$ cat src/rtl/ovc_pkg.sv
package ovc_pkg;

    typedef enum logic [1:0] {
        DT_IDLE = 2'd0,
        DT_RUN  = 2'd1,
        DT_DIP  = 2'd2
    } det_st_e;

    typedef struct packed {
        logic over;
        logic below;
        logic clr;
        logic test;
        logic uvlo;
    } ovc_in_t;

    localparam int unsigned IN_W = 5;

    function automatic int unsigned cnt_width(input int unsigned limit);
        return (limit < 2) ? 1 : $clog2(limit + 1);
    endfunction

    function automatic int unsigned fast_limit(input int unsigned det, input int unsigned shift);
        return ((det >> shift) == 0) ? 1 : (det >> shift);
    endfunction

endpackage

$ cat src/rtl/ovc_sync.sv
module ovc_sync #(
    parameter int unsigned W = 1
) (
    input  logic         clk,
    input  logic         rst,
    input  logic [W-1:0] d_async,
    output logic [W-1:0] q_sync
);
    logic [W-1:0] stage1;

    for (genvar i = 0; i < W; i++) begin : g_bit
        always_ff @(posedge clk) begin
            if (rst) begin
                stage1[i] <= 1'b0;
                q_sync[i] <= 1'b0;
            end else begin
                stage1[i] <= d_async[i];
                q_sync[i] <= stage1[i];
            end
        end
    end
endmodule

$ cat src/rtl/ovc_det_timer.sv
module ovc_det_timer
    import ovc_pkg::*;
#(
    parameter int unsigned DET_TICKS  = 4000,
    parameter int unsigned TR_TICKS   = 15,
    parameter int unsigned TEST_SHIFT = 6
) (
    input  logic clk,
    input  logic rst,
    input  logic clr,
    input  logic en,
    input  logic over,
    input  logic tmode,
    output logic fire
);
    localparam int unsigned CW   = cnt_width(DET_TICKS);
    localparam int unsigned TW   = cnt_width(TR_TICKS);
    localparam int unsigned FAST = fast_limit(DET_TICKS, TEST_SHIFT);
    localparam logic [CW:0] LIM_NORM = (CW+1)'(DET_TICKS);
    localparam logic [CW:0] LIM_FAST = (CW+1)'(FAST);
    localparam logic [TW:0] LIM_DIP  = (TW+1)'(TR_TICKS);

    det_st_e       st;
    logic [CW-1:0] cnt;
    logic [TW-1:0] dip;
    logic [CW:0]   cnt_nx;
    logic [TW:0]   dip_nx;
    logic [CW:0]   limit;

    assign limit  = tmode ? LIM_FAST : LIM_NORM;
    assign cnt_nx = {1'b0, cnt} + {{CW{1'b0}}, 1'b1};
    assign dip_nx = {1'b0, dip} + {{TW{1'b0}}, 1'b1};

    always_comb begin
        fire = 1'b0;
        if (en) begin
            if (st == DT_IDLE) begin
                fire = over && (limit <= {{CW{1'b0}}, 1'b1});
            end else begin
                fire = (cnt_nx >= limit);
            end
        end
    end

    always_ff @(posedge clk) begin
        if (rst || clr || !en || fire) begin
            st  <= DT_IDLE;
            cnt <= '0;
            dip <= '0;
        end else begin
            case (st)
                DT_IDLE: begin
                    if (over) begin
                        st  <= DT_RUN;
                        cnt <= {{(CW-1){1'b0}}, 1'b1};
                        dip <= '0;
                    end
                end
                DT_RUN, DT_DIP: begin
                    cnt <= cnt_nx[CW-1:0];
                    if (over) begin
                        st  <= DT_RUN;
                        dip <= '0;
                    end else if (dip_nx >= LIM_DIP) begin
                        st  <= DT_IDLE;
                        cnt <= '0;
                        dip <= '0;
                    end else begin
                        st  <= DT_DIP;
                        dip <= dip_nx[TW-1:0];
                    end
                end
                default: begin
                    st  <= DT_IDLE;
                    cnt <= '0;
                    dip <= '0;
                end
            endcase
        end
    end
endmodule

$ cat src/rtl/ovc_rel_timer.sv
module ovc_rel_timer
    import ovc_pkg::*;
#(
    parameter int unsigned REL_TICKS = 60
) (
    input  logic clk,
    input  logic rst,
    input  logic clr,
    input  logic active,
    input  logic below,
    output logic done
);
    localparam int unsigned RW = cnt_width(REL_TICKS);
    localparam logic [RW:0] LIM_REL = (RW+1)'(REL_TICKS);

    logic [RW-1:0] cnt;
    logic [RW:0]   cnt_nx;

    assign cnt_nx = {1'b0, cnt} + {{RW{1'b0}}, 1'b1};
    assign done   = active && below && (cnt_nx >= LIM_REL);

    always_ff @(posedge clk) begin
        if (rst || clr || !active || !below || done) begin
            cnt <= '0;
        end else begin
            cnt <= cnt_nx[RW-1:0];
        end
    end
endmodule

$ cat src/rtl/ovc_test_latch.sv
module ovc_test_latch
    import ovc_pkg::*;
#(
    parameter int unsigned TST_TICKS = 80
) (
    input  logic clk,
    input  logic rst,
    input  logic clr,
    input  logic entry,
    input  logic leave,
    output logic tmode
);
    localparam int unsigned EW = cnt_width(TST_TICKS);
    localparam logic [EW:0] LIM_TST = (EW+1)'(TST_TICKS);

    logic [EW-1:0] cnt;
    logic [EW:0]   cnt_nx;

    assign cnt_nx = {1'b0, cnt} + {{EW{1'b0}}, 1'b1};

    always_ff @(posedge clk) begin
        if (rst || clr) begin
            tmode <= 1'b0;
            cnt   <= '0;
        end else if (leave) begin
            tmode <= 1'b0;
            cnt   <= '0;
        end else if (!entry) begin
            cnt <= '0;
        end else if (!tmode) begin
            if (cnt_nx >= LIM_TST) begin
                tmode <= 1'b1;
                cnt   <= '0;
            end else begin
                cnt <= cnt_nx[EW-1:0];
            end
        end
    end
endmodule

$ cat src/rtl/ovc_guard.sv
module ovc_guard
    import ovc_pkg::*;
#(
    parameter int unsigned DET_TICKS  = 4000,
    parameter int unsigned TR_TICKS   = 15,
    parameter int unsigned REL_TICKS  = 60,
    parameter int unsigned TST_TICKS  = 80,
    parameter int unsigned TEST_SHIFT = 6
) (
    input  logic clk,
    input  logic rst,
    input  logic over_any,
    input  logic all_below,
    input  logic clr_pin,
    input  logic test_req,
    input  logic uvlo,
    output logic charge_cut
);
    ovc_in_t raw_in;
    ovc_in_t syn_in;
    logic    s_uvlo;
    logic    clr_d;
    logic    ctl_edge;
    logic    ovc_stat;
    logic    tmode;
    logic    det_fire;
    logic    rel_done;

    assign raw_in = '{over: over_any, below: all_below, clr: clr_pin,
                      test: test_req, uvlo: uvlo};

    ovc_sync #(.W(IN_W)) u_sync (
        .clk     (clk),
        .rst     (rst),
        .d_async (raw_in),
        .q_sync  (syn_in)
    );

    assign s_uvlo   = syn_in.uvlo;
    assign ctl_edge = syn_in.clr && !clr_d;

    ovc_det_timer #(
        .DET_TICKS  (DET_TICKS),
        .TR_TICKS   (TR_TICKS),
        .TEST_SHIFT (TEST_SHIFT)
    ) u_det (
        .clk   (clk),
        .rst   (rst),
        .clr   (s_uvlo),
        .en    (!ovc_stat),
        .over  (syn_in.over),
        .tmode (tmode),
        .fire  (det_fire)
    );

    ovc_rel_timer #(.REL_TICKS(REL_TICKS)) u_rel (
        .clk    (clk),
        .rst    (rst),
        .clr    (s_uvlo),
        .active (ovc_stat),
        .below  (syn_in.below),
        .done   (rel_done)
    );

    ovc_test_latch #(.TST_TICKS(TST_TICKS)) u_tst (
        .clk   (clk),
        .rst   (rst),
        .clr   (s_uvlo),
        .entry (syn_in.test),
        .leave (det_fire),
        .tmode (tmode)
    );

    always_ff @(posedge clk) begin
        if (rst) begin
            clr_d <= 1'b0;
        end else begin
            clr_d <= syn_in.clr;
        end
    end

    always_ff @(posedge clk) begin
        if (rst || s_uvlo) begin
            ovc_stat <= 1'b0;
        end else if (det_fire) begin
            ovc_stat <= 1'b1;
        end else if (rel_done) begin
            ovc_stat <= 1'b0;
        end
    end

    always_ff @(posedge clk) begin
        if (rst || s_uvlo) begin
            charge_cut <= 1'b0;
        end else if (det_fire) begin
            charge_cut <= 1'b1;
        end else if (ctl_edge && !ovc_stat) begin
            charge_cut <= 1'b0;
        end
    end
endmodule

$ cat config.mk
export PLATFORM = sky130hd
export DESIGN_NAME = ovc_guard
export DESIGN_NICKNAME = d
export VERILOG_FILES = /design/src/rtl/ovc_pkg.sv /design/src/rtl/ovc_sync.sv /design/src/rtl/ovc_det_timer.sv /design/src/rtl/ovc_rel_timer.sv /design/src/rtl/ovc_test_latch.sv /design/src/rtl/ovc_guard.sv
export SDC_FILE = /design/constraint.sdc
export NUM_CORES = 1
export LEC_CHECK = 0
export BUFFER_PORTS_ARGS = -buffer_cell sky130_fd_sc_hd__buf_2
export CAP_MARGIN = 25
export CORE_MARGIN = 10
export CORE_UTILIZATION = 60
export CTS_BUF_LIST = sky130_fd_sc_hd__clkbuf_4 sky130_fd_sc_hd__clkbuf_8
export DETAILED_ROUTE_END_ITERATION = 10
export HOLD_SLACK_MARGIN = 0.1
export PLACE_DENSITY = 0.79
export SLEW_MARGIN = 40
export SYNTH_ARGS = -nofsm -noshare
export SYNTH_HDL_FRONTEND = slang
export SYNTH_SLANG_ARGS = --single-unit
$ cat constraint.sdc
create_clock -name clk -period 7.2 [get_ports clk]
set_input_delay 0.72 -clock clk [delete_from_list [all_inputs] [get_ports clk]]
set_output_delay 0.72 -clock clk [all_outputs]
set_load 0.1 [all_outputs]
* After elaboration in Yosys (flattened, before gate mapping)
Cells that the tools add are included.
** Operators by class
- Mux-type cells :: 22
- Reductions and logical operators :: 20
- Div/mod/pow operators :: 0
- Bitwise gates (word level) :: 1
- Shifts and indexed selects :: 0
- Add/sub/neg operators :: 4
- Magnitude comparators :: 5
- Multipliers :: 0
- Equality and inequality tests :: 3
** Operators with widths (count)
- $mux 12 :: 4
- $pmux 12 s2 :: 1
- $add 12x1->13 const B :: 1
- $ge 13x13->1 :: 1
- $le 13x1->1 const B :: 1
- $mux 4 :: 3
- $add 7x1->8 const B :: 1
- $ge 8x7->1 const B :: 1
- $mux 1 :: 8
- $pmux 4 s2 :: 1
- $add 6x1->7 const B :: 1
- $ge 7x6->1 const B :: 1
- $mux 7 :: 1
- $logic_or 1x1->1 :: 6
- $mux 2 :: 3
- $add 4x1->5 const B :: 1
- $ge 5x4->1 const B :: 1
- $logic_and 1x1->1 :: 5
- $pmux 2 s2 :: 1
- $reduce_bool 2->1 :: 2
- $reduce_or 2->1 :: 2
- $logic_not 1->1 :: 3
- $reduce_or 3->1 :: 1
- $eq 2x1->1 const B :: 1
- other kinds (4) :: 4
** Storage, ports and cells
- Bits in writable memories :: 0
- Bits of input ports :: 7
- Memories kept :: 0
- Bits in read-only memories :: 0
- Bits in registers :: 45
- Bits in latches :: 0

* Logic depth before layout (Yosys ltp)
Gate-level depths: netlist of run 1.
- Word-level depth :: 6
- Gate-level depth with buffers :: 13
- Depth with buffers taken out :: 11

* By module
From an unflattened synthesis of run 1, not the netlist that was laid out.
** Second synthesis, totals
- Cell total of the unflattened synthesis :: 305
- Area, all modules :: 2667.6 um^2
** Modules (own cells, without submodules)
- ovc_det_timer :: times used 1, cells each 181, area an instance 1465.2 um^2, sequential area each 360.3 um^2
- ovc_test_latch :: times used 1, cells each 59, area an instance 465.4 um^2, sequential area each 160.2 um^2
- ovc_rel_timer :: times used 1, cells each 34, area an instance 355.3 um^2, sequential area each 120.1 um^2
- ovc_sync :: times used 1, cells each 20, area an instance 262.8 um^2, sequential area each 200.2 um^2
- ovc_guard :: times used 1, cells each 11, area an instance 118.9 um^2, sequential area each 60.1 um^2

* Worst setup path after synthesis of run 1
No wires, ideal clock.
- Path type :: reg2reg
- From :: register u_det.cnt[0]
- To :: register u_det.dip[1]
- Required time :: 7.067 ns
- Period minus slack after synthesis :: 2.780 ns
- Cell stages (with the launch flop) :: 13
- Buffers on the path :: 1
- Arrival :: 2.647 ns
- Path slack :: 4.420 ns
- Path through :: dfxtp_1 ha_1 nand3_2 nor3_1 xor2_1 ha_1 a21oi_1 o21ai_0 a2111oi_2 o31a_2 o41ai_4 buf_6 nor3_1
** On the way
- Longest elaborated chain between the ends :: 5
** RTL lines
- from (decl) :: RTL line ovc_det_timer.sv:24 : logic [CW-1:0] cnt;
- from (signal assigned) :: RTL line ovc_det_timer.sv:55 : cnt <= {{(CW-1){1'b0}}, 1'b1};
- from (signal assigned) :: RTL line ovc_det_timer.sv:60 : cnt <= cnt_nx[CW-1:0];
- $add 12x1->13 :: RTL line ovc_det_timer.sv:31 : assign cnt_nx = {1'b0, cnt} + {{CW{1'b0}}, 1'b1};
- $ge 13x13->1 :: RTL line ovc_det_timer.sv:40 : fire = (cnt_nx >= limit);
- $mux 1 :: RTL line ovc_det_timer.sv:37 : if (st == DT_IDLE) begin
- $mux 1 :: RTL line ovc_det_timer.sv:36 : if (en) begin
- $logic_or 1x1->1 :: RTL line ovc_det_timer.sv:46 : if (rst || clr || !en || fire) begin
- to (signal assigned) :: RTL line ovc_det_timer.sv:70 : dip <= dip_nx[TW-1:0];
- to (decl) :: RTL line ovc_det_timer.sv:25 : logic [TW-1:0] dip;
No other way between the ends.
A chain may end at the register's enable or synchronous reset.

* Final worst setup path of run 1
- From :: register u_det.cnt[6]
- To :: register u_det.cnt[5]
** On the way
- Longest elaborated chain between the ends :: 5
** RTL lines (RTL line)
- $add 12x1->13 :: ovc_det_timer.sv:31
- $ge 13x13->1 :: ovc_det_timer.sv:40
- $mux 1 :: ovc_det_timer.sv:37
- $mux 1 :: ovc_det_timer.sv:36
- $logic_or 1x1->1 :: ovc_det_timer.sv:46
No other way between the ends.

==> impl_results.md, run 1 <==
* Status: finished, final reports clean
* Yosys cell types at 55
* Post-synthesis sequential element count at 45
* Largest net degree at the start of global routing at 24
* Area delta synth->final at 5.21%
* Warnings from Yosys at 0
* Syn avg cell area at 8.60 um2
* Num CTS Buffers at 5
* Finished Layout Cells at 352
* Fin Hold WS at 440 ps
* Worst hold path class: reg2reg
* Internal Pwr Total at 377 uW
* Setup Viol. Count Final at 0
* Gr ovfl total at 0
* Average wire per standard cell at 13.4 um
* Peak VDD IR at 0.000167 V
* Gate Count Post-Synth at 299
* Worst slack, placed at 3780 ps
* Fin Clk Skew at 4.96 ps
* Initial core utilization at 62.9%
* ANT nets after route at 0
* Crit end category: register
* Maximum clock path buffer count at 2
* Sw frac at 20.1%
* CP max FO at 15
* IO Count at 8
* Slew Limit Headroom at 53.0%
* Sequential area share after synthesis at 35.1%
* Final wirelength at 4700 um
* CP arrival at 3660 ps
* Floorplan core area at 4090 um2
* Mapped cell area at 2570 um2
* Reg power frac at 53.9%
* Gr usage total at 13.4%
* Tmin final at 3500 ps
* Clk pwr share at 41.6%
* FFs w/ async S/R, synth at 0%
* Hold depth at 1
* Pre-antenna DRT Iters at 4
* P per Cell Area at 174 nW/um2
* Vias per cell at 5.90
* Placed instance count at 344
* Util after Layout at 66.2%
* Critical path class: reg2reg
* Insertion delay of the later-clocked pin in the worst-skew pair at 300 ps
* Clock-pin slew on the worst setup and hold paths at 80 ps
* Ratio of cells with drive above 1 in the final layout at 11.3%
* FF-to-FF setup slack at 3700 ps
* Fmax at 286 MHz
* Post-route setup TNS at 0 ps
* Startpoint Class: register
* Fill cell count at 342
* Least-Margin Pin Slew at 702 ps
* Worst r2r path cells at 11
* Port Buffers at 7
* Area of the multi-input gates at 1520 um2
* Worst setup margin at 3700 ps
* Die width at 85.4 um
* First-pass GRT wire length at 8360 um
* Leakage power at 0.000987 uW
* Psw at 94.7 uW
* Final Wtd Congestion at 0.875
* Fin crit share at 48.6%
* Die Y at 85.4 um
* Post-synth EDFFs at 0
* Post-synth top flop: dfxtp_1
* Initial antenna violation count at 0
* Clock net sink count at 45
* DR vias at 2,078
* Post-CTS setup buffers at 0
* Max-cap violations at 0
* Mapped Nets at 323
* Root buffer cell: clkbuf_8
* Part of the power in combinational logic at 4.4%
* Post-CTS Resized at 0
* Initial DRC Count at 150
* CTS H-tree lvls at 2
* Final slew viol count at 0
* Hold Vio Cnt, Final at 0
* Die footprint at 7300 um2
* Number of nets in the layout at 325
* Post-CTS Hold Buffers at 0
* Flip-flop and latch area at 902 um2
* Post-detail-place hpwl at 3370 um
* CP required at 7360 ps
* Vias in the first global route at 1,908
* Cell Rows at 23
* TritonCTS clock tree: done
* RSZ-0062 raised after global routing: false
* Diode count at 0
* Drc violations at 0
-- cells in the final DEF (no fill, tap or decap), types with 2 or more instances in the layout --
cell / Yosys / routed
o22ai_1: 2 / 2
a211oi_1: 3 / 3
ha_1: 17 / 17
a21o_1: 2 / 2
xor2_1: 7 / 7
inv_1: 13 / 13
and3_2: 2 / 2
nor3b_1: 14 / 14
nand2_1: 18 / 18
nor4_1: 3 / 3
buf_4: 0 / 2
a21oi_1: 26 / 26
o21ai_0: 6 / 6
nor3_1: 26 / 26
nor2_1: 24 / 24
or4_1: 2 / 2
or2_2: 2 / 2
a22oi_1: 5 / 5
clkbuf_8: 1 / 6
dfxtp_1: 45 / 44
nor2b_1: 12 / 12
a21boi_0: 2 / 2
nand3_1: 12 / 12
a31oi_1: 3 / 3
mux2_2: 2 / 2
and3_1: 2 / 2
xnor2_1: 7 / 7
a2bb2oi_1: 2 / 2
buf_2: 0 / 7
-- area by class of cell --
cell class	instances	share of cell area [%]
well taps	50	2.31
clock buffers	7	3.33
repair buffers	9	1.85
inverters	13	1.80
clock inverters	1	1.11
flip-flops and latches	45	33.4
multi-input cells	227	56.2
-- worst max-delay path, cell delays in order (launching register included) --
cell       delay [ps]
dfxtp_1           520
nand4_1           300
or4_1             570
xnor2_1           180
ha_1              170
a21oi_1            80
o21ai_0           230
a2111oi_2          80
o31a_2            150
o41ai_4           660
buf_4             340
nor3_1             80
-- state kept, by name (all words and copies together) (netlist names) --
name           flops
u_tst.cnt          7
u_det.cnt         12
u_sync.q_sync      5
u_tst.tmode        1
u_det.st           2
clr_d              1
u_sync.stage1      5
u_det.dip          4
charge_cut         1
u_rel.cnt          6
ovc_stat           1
-- kinds of logic after synthesis --
| family | after synthesis | synth area share, % |
|---|---|---|
| adders and majority gates | 17 | 8.28 |
| buffers and inverters | 27 | 5.79 |
| AOI/OAI and AO/OA | 64 | 17.4 |
| DFF | 45 | 35.1 |
| muxes | 3 | 1.27 |
| and+or+nand+nor | 129 | 27.5 |
| xor gates and xnor gates | 14 | 4.77 |
-- power groups by stage --
stage | registers (uW) | clock network (uW) | logic [uW]
2_1_floorplan | 260 | 0 | 16.9
3_3_place_gp | 260 | 0 | 20.1
3_5_place_dp | 260 | 0 | 20.6
4_1_cts | 254 | 201 | 21.0
5_1_grt | 255 | 210 | 23.8
6_report | 254 | 196 | 20.9
-- per-stage QoR --
stage	area (um2)	total power, uW
final	2700	472
after CTS	2700	477
after detailed placement	2580	281
after floorplan	2570	277
after global placement	2580	280
after global routing	2700	489
-- synth_stat cells, types with 2 or more instances --
master	number	share of area, %
a2bb2oi_1	2	0.68
or2_2	2	0.49
a21boi_0	2	0.58
clkbuf_1	8	1.2
nand2_1	18	2.6
a21oi_1	26	5.1
inv_1	13	1.9
a211oi_1	3	0.88
mux2_2	2	0.88
nor2b_1	12	2.9
buf_6	5	2.2
ha_1	17	8.3
or4_1	2	0.58
a31oi_1	3	0.73
nor3_1	26	5.1
o21ai_0	6	1.2
dfxtp_1	45	35
o22ai_1	2	0.49
nor3b_1	14	4.1
a22oi_1	5	1.5
and3_1	2	0.49
and3_2	2	0.58
nor2_1	24	3.5
nor4_1	3	0.73
xor2_1	7	2.4
a21o_1	2	0.58
xnor2_1	7	2.4
nand3_1	12	2.3
-- final timing paths --
kind / start / end
worst min register to register: u_sync.stage1[2] / u_sync.q_sync[2]
worst max register to register: u_det.cnt[6] / u_det.cnt[5]
worst max-delay path: u_det.cnt[6] / u_det.cnt[5]
worst min-delay path: u_sync.stage1[2] / u_sync.q_sync[2]
-- per-layer routing --
metal	vias to the layer above	share of wire [%]	track usage [%]
met5	-	0	0
met4	0	1.5	5.24
met3	9	4.6	3.54
met2	41	45	21.5
met1	957	49	16.7
li1	1071	-	-
Power figures use the tool's default switching activity.
==> inputs of run 2 (changes only) <==
- clock period: 7.2 -> 3.6 ns (I/O delays scaled with it)
==> impl_results.md, run 2 (synthesis results as in run 1) <==
* Crit path top cell by count: ha_1
* Critical path class: reg2reg
* Hold Vio Cnt, Final at 0 (unchanged)
* Initial core utilization at 62.9% (unchanged)
* Gr usage total at 13.6% (+0.15 points)
* Die width at 85.4 um (unchanged)
* Post-CTS Hold Buffers at 0 (unchanged)
* Largest net degree at the start of global routing at 27 (+13%)
* Leakage power at 0.000985 uW (-0.18%)
* Worst-path cell chain: ha_1 > nand3_2 > nor3_1 > xor2_1 > ha_1 > a21oi_1 > o21ai_0 > a2111oi_2 > o31a_2 > o41ai_4 > buf_4 > nor3b_1
* Diode count at 0 (unchanged)
* Vias in the first global route at 1,999 (+4.8%)
* Post-route setup TNS at 0 ps (unchanged)
* Ratio of cells with drive above 1 in the final layout at 12.1% (+0.87 points)
* CP max-delay cell: dfxtp_1
* Slew Limit Headroom at 60.0% (+6.9 points)
* Largest Register: u_det.cnt
* Port Buffers at 7 (unchanged)
* Placed instance count at 347 (+0.87%)
* CTS H-tree lvls at 2 (unchanged)
* Worst hold path class: in2reg
* Root buffer cell: clkbuf_8
* Post-CTS Resized at 0 (unchanged)
* Fin Clk Skew at 11.3 ps (+6.38 ps)
* Buffer and inverter count on the worst path at 1 (unchanged)
* Post-CTS setup buffers at 0 (unchanged)
* Cell Rows at 23 (unchanged)
* Max-cap violations at 0 (unchanged)
* Floorplan core area at 4090 um2 (unchanged)
* Most frequent cells in the layout: dfxtp_1 (44), nor3_1 (26), a21oi_1 (26)
* Pre-antenna DRT Iters at 4 (unchanged)
* Total power at 869 uW (+84%)
* Maximum clock path buffer count at 2 (unchanged)
* CP max FO at 26 (+11)
* DR vias at 2,119 (+2.0%)
* Final slew viol count at 0 (unchanged)
* Post-detail-place hpwl at 3310 um (-1.8%)
* Status: finished, final reports clean
* Final Wtd Congestion at 0.831 (-5.0%)
* RSZ-0062 raised after global routing: false
* Startpoint Class: register
* Final wirelength at 4640 um (-1.3%)
* Finished Layout Cells at 355 (+0.85%)
* Least-Margin Pin Slew at 595 ps (-107 ps)
* Clock-pin slew on the worst setup and hold paths at 90 ps (about the same)
* Peak VDD IR at 0.000428 V (+160%)
* Fmax at 308 MHz (+7.6%)
* Tmin final at 3250 ps (-247 ps)
* Worst setup path end: u_det.dip[3]
* Die Y at 85.4 um (unchanged)
* Crit path depth at 12 (+1)
* Post-DP Area at 2610 um2 (+0.87%)
* Initial antenna violation count at 0 (unchanged)
* Average wire per standard cell at 13.1 um (-2.2%)
* Number of nets in the layout at 328 (+0.92%)
* Max incr delay on CP at 480 ps (-180 ps)
* Area delta synth->final at 5.06%
* Biggest regs: u_det.cnt x12, u_tst.cnt x7, u_rel.cnt x6
* ANT nets after route at 0 (unchanged)
* TritonCTS clock tree: done
* Top delay family on crit path: compound AO/OA/AOI/OAI gates
* FF-to-FF setup slack at 350 ps (-3350 ps)
* Reg-to-reg endpoint: u_det.dip[3]
* IO Count at 8 (unchanged)
* Num CTS Buffers at 5 (unchanged)
* Crit path launch: u_det.cnt[0]
* Drc violations at 0 (unchanged)
* First-pass GRT wire length at 8510 um (+1.8%)
* Crit end category: register
* Vias per cell at 5.97 (+1.1%)
* Fin crit share at 90.2% (+42 points)
* CP required at 3820 ps (-3540 ps)
* Setup Viol. Count Final at 0 (unchanged)
* Max FFs per register at 12 (unchanged)
* Gr ovfl total at 0 (unchanged)
* Origin of the critical flop-to-flop path: u_det.cnt[0]
* P per Cell Area at 322 nW/um2 (+84%)
* Worst r2r path cells at 12 (+1)
* Clock net sink count at 45 (unchanged)
* Final Cell Area at 2700 um2 (-0.14%)
* Most common cell after layout, fill and taps aside: dfxtp_1
* Initial DRC Count at 179 (+19%)
* CP arrival at 3470 ps (-190 ps)
* Die footprint at 7300 um2 (unchanged)
* Insertion delay of the later-clocked pin in the worst-skew pair at 300 ps (about the same)
[run 2: worst min path at each step]
stage / from / end / cells after the start
global placement: u_sync.stage1[2] / u_sync.q_sync[2] / 1
floorplan: u_sync.stage1[0] / u_sync.q_sync[0] / 1
CTS: uvlo / u_sync.stage1[0] / 2
finish: uvlo / u_sync.stage1[0] / 2
detailed placement: u_sync.stage1[1] / u_sync.q_sync[1] / 1
global route: all_below / u_sync.stage1[3] / 2
[run 2: worst register-to-register path, stage by stage, from the launching register on]
cell       delay [ps]
dfxtp_1           480
ha_1              340
nand3_2           240
nor3_1            300
xor2_1            210
ha_1              270
a21oi_1           170
o21ai_0           130
a2111oi_2         290
o31a_2            230
o41ai_4            80
buf_4             240
nor3b_1           200
[run 2: through the flow]
stage / setup WS, ps / utilization, % / hold WS [ps]
final: 351 / 66.1 / 260
after CTS: 324 / 66.0 / 250
after detailed placement: 362 / 63.7 / 422
after floorplan: 820 / - / 414
after global routing: 96.1 / 66.1 / 261
after global placement: 406 / 63.7 / 418
[run 2: layer usage]
metal / up-vias / GRT usage (%) / wire length [um]
li1: 1088 / - / -
met1: 994 / 16.9 / 2280
met2: 33 / 22.2 / 2170
met3: 4 / 3.25 / 154
met4: 0 / 4.79 / 38
met5: - / 0 / 0
[run 2: layout make-up]
type | instances | area (um2)
multi-input combinational | 227 | 1520
fill | 353 | 1390
sequential | 45 | 902
timing repair buffer | 12 | 72.6
clock buffer | 5 | 68.8
tap | 50 | 62.6
inverter | 13 | 48.8
clock inverter | 3 | 25.0
[run 2: where the power goes]
group          switching (uW)  internal [uW]  leakage (uW)
clock                     177            140     0.0000447
combinational            25.9           16.8      0.000575
sequential               4.79            504      0.000365
==> inputs of run 3 (changes only) <==
- CTS_BUF_LIST: sky130_fd_sc_hd__clkbuf_4 sky130_fd_sc_hd__clkbuf_8 -> unset
- SLEW_MARGIN: 40 -> unset
==> impl_results.md, run 3 (synthesis results as in run 1) <==
* Finished Layout Cells at 355 (unchanged)
* Ratio of cells with drive above 1 in the final layout at 11.8% (-0.33 points)
* Final Wtd Congestion at 0.831 (unchanged)
* Post-DP Area at 2610 um2 (unchanged)
* Max FFs per register at 12 (unchanged)
* Cell Rows at 23 (unchanged)
* Post-CTS setup buffers at 0 (unchanged)
* CP max-delay cell: dfxtp_1
* Fin crit share at 90.8% (+0.57 points)
* Maximum clock path buffer count at 2 (unchanged)
* Flip-flop and latch area at 901 um2 (-0.14%)
* Slew Limit Headroom at 39.6% (-20 points)
* Most frequent cells in the layout: dfxtp_1 (45), nor3_1 (26), a21oi_1 (26)
* Initial antenna violation count at 0 (unchanged)
* CTS H-tree lvls at 2 (unchanged)
* Post-route setup TNS at 0 ps (unchanged)
* Final slew viol count at 0 (unchanged)
* Vias per cell at 5.97 (unchanged)
* Hold Vio Cnt, Final at 0 (unchanged)
* CP required at 3820 ps (about the same)
* Area delta synth->final at 5.01% (about the same)
* Setup Viol. Count Final at 0 (unchanged)
* Post-CTS Hold Buffers at 0 (unchanged)
* Floorplan core area at 4090 um2 (unchanged)
* CP max FO at 26 (unchanged)
* Drc violations at 0 (unchanged)
* Critical path class: reg2reg
* Die Y at 85.4 um (unchanged)
* Psw at 208 uW (unchanged)
* Max-cap violations at 0 (unchanged)
* Worst slack, placed at 362 ps (unchanged)
* Diode count at 0 (unchanged)
* Post-detail-place hpwl at 3310 um (unchanged)
* Die width at 85.4 um (unchanged)
* Crit end category: register
* Tmin final at 3270 ps (+20.6 ps)
* P per Cell Area at 322 nW/um2 (about the same)
* Final wirelength at 4640 um (unchanged)
* Util after Layout at 66.0% (about the same)
* Most common cell after layout, fill and taps aside: dfxtp_1
* Gr ovfl total at 0 (unchanged)
* Pre-antenna DRT Iters at 4 (unchanged)
* Initial core utilization at 62.9% (unchanged)
* Origin of the critical flop-to-flop path: u_det.cnt[0]
* Post-CTS Resized at 0 (unchanged)
* Average wire per standard cell at 13.1 um (unchanged)
* DR vias at 2,119 (unchanged)
* Biggest regs: u_det.cnt x12, u_tst.cnt x7, u_rel.cnt x6
* Worst setup margin at 331 ps (-20.6 ps)
* Worst hold path class: in2reg
* Least-Margin Pin Slew at 904 ps (+309 ps)
* Leakage power at 0.000984 uW (about the same)
* TritonCTS clock tree: done
* Number of nets in the layout at 328 (unchanged)
* ANT nets after route at 0 (unchanged)
* CP arrival at 3490 ps (+20 ps)
* Fill cell count at 353 (unchanged)
* Die footprint at 7300 um2 (unchanged)
* Placed instance count at 347 (unchanged)
* Insertion delay of the later-clocked pin in the worst-skew pair at 300 ps (about the same)
* Clock-pin slew on the worst setup and hold paths at 90 ps (about the same)
* Status: finished, final reports clean
* Largest Register: u_det.cnt
* IO Count at 8 (unchanged)
* RSZ-0062 raised after global routing: false
* Max incr delay on CP at 480 ps (about the same)
* Clk pwr share at 36.5% (about the same)
* Final Cell Area at 2700 um2 (about the same)
* Part of the power in combinational logic at 4.9% (about the same)
* Num CTS Buffers at 5 (unchanged)
* Startpoint Class: register
* Worst-path cell chain: ha_1 > nand3_2 > nor3_1 > xor2_1 > ha_1 > a21oi_1 > o21ai_0 > a2111oi_2 > o31a_2 > o41ai_4 > buf_4 > nor3b_1
* HP Start: uvlo
* Worst r2r path cells at 12 (unchanged)
* Sw frac at 23.9% (about the same)
* Fin Clk Skew at 11.3 ps (unchanged)
* Crit path top cell by count: ha_1
* Gr usage total at 13.6% (unchanged)
* Largest net degree at the start of global routing at 27 (unchanged)
* Root buffer cell: clkbuf_8
* Reg power frac at 58.6% (about the same)
* Worst setup path end: u_det.dip[3]
* Port Buffers at 7 (unchanged)
* Fmax at 306 MHz (-0.63%)
* Reg-to-reg endpoint: u_det.dip[3]
* Clock net sink count at 45 (unchanged)
* Peak VDD IR at 0.000429 V (+0.10%)
* Area of the multi-input gates at 1520 um2 (unchanged)
* First-pass GRT wire length at 8510 um (unchanged)
* Initial DRC Count at 179 (unchanged)
* Internal Pwr Total at 661 uW (about the same)
* Crit path launch: u_det.cnt[0]
* Vias in the first global route at 1,999 (unchanged)
* FF-to-FF setup slack at 330 ps (-20 ps)
[run 3: cell types whose count changed in the layout (fill, tap and decap cells not counted)]
cell	before	now
dfxtp_1	44	45
dfxtp_2	1	0
[run 3: how the worst min path moves through the flow]
stage | to | cells past startpoint | slack [ps]
floorplan | u_sync.q_sync[0] | 1 | 410
global placement | u_sync.q_sync[2] | 1 | 420
detailed placement | u_sync.q_sync[1] | 1 | 420
CTS | u_sync.stage1[0] | 2 | 250
global route | u_sync.stage1[3] | 2 | 260
finish | u_sync.stage1[0] | 2 | 260
[run 3: power by group through the flow]
stage / registers [uW] / logic, uW / clock network [uW]
5_1_grt: 510 / 48.5 / 351
3_3_place_gp: 521 / 41.8 / 0
6_report: 509 / 42.6 / 317
3_5_place_dp: 521 / 42.4 / 0
4_1_cts: 509 / 42.9 / 328
2_1_floorplan: 519 / 33.7 / 0
[run 3: routing by layer]
layer / track usage (%) / vias to the layer above / wire [um]
met1: 16.9 / 994 / 2280
li1: - / 1088 / -
met5: 0 / - / 0
met3: 3.25 / 4 / 154
met2: 22.2 / 33 / 2170
met4: 4.79 / 0 / 38
[run 3: area by class of cell]
| cell class | count | area share (%) |
|---|---|---|
| clock buffer | 5 | 2.55 |
| tap | 50 | 2.32 |
| inverter | 13 | 1.81 |
| timing repair buffer | 12 | 2.69 |
| sequential | 45 | 33.4 |
| multi-input combinational | 227 | 56.3 |
| clock inverter | 3 | 0.927 |
[run 3: metrics by stage]
step | total power (uW) | hold slack [ps]
2_1_floorplan | 553 | 414
4_1_cts | 880 | 250
3_5_place_dp | 563 | 422
3_3_place_gp | 562 | 418
6_report | 869 | 260
5_1_grt | 909 | 261
[run 3: critical path: cells and delay by family, from the launching register on]
family	cells	cell delay [ps]
AOI/OAI and AO/OA	5	900
and+or+nand+nor	3	730
adders and majority gates	2	610
DFF	1	480
buffers and inverters	1	260
xor gates and xnor gates	1	210
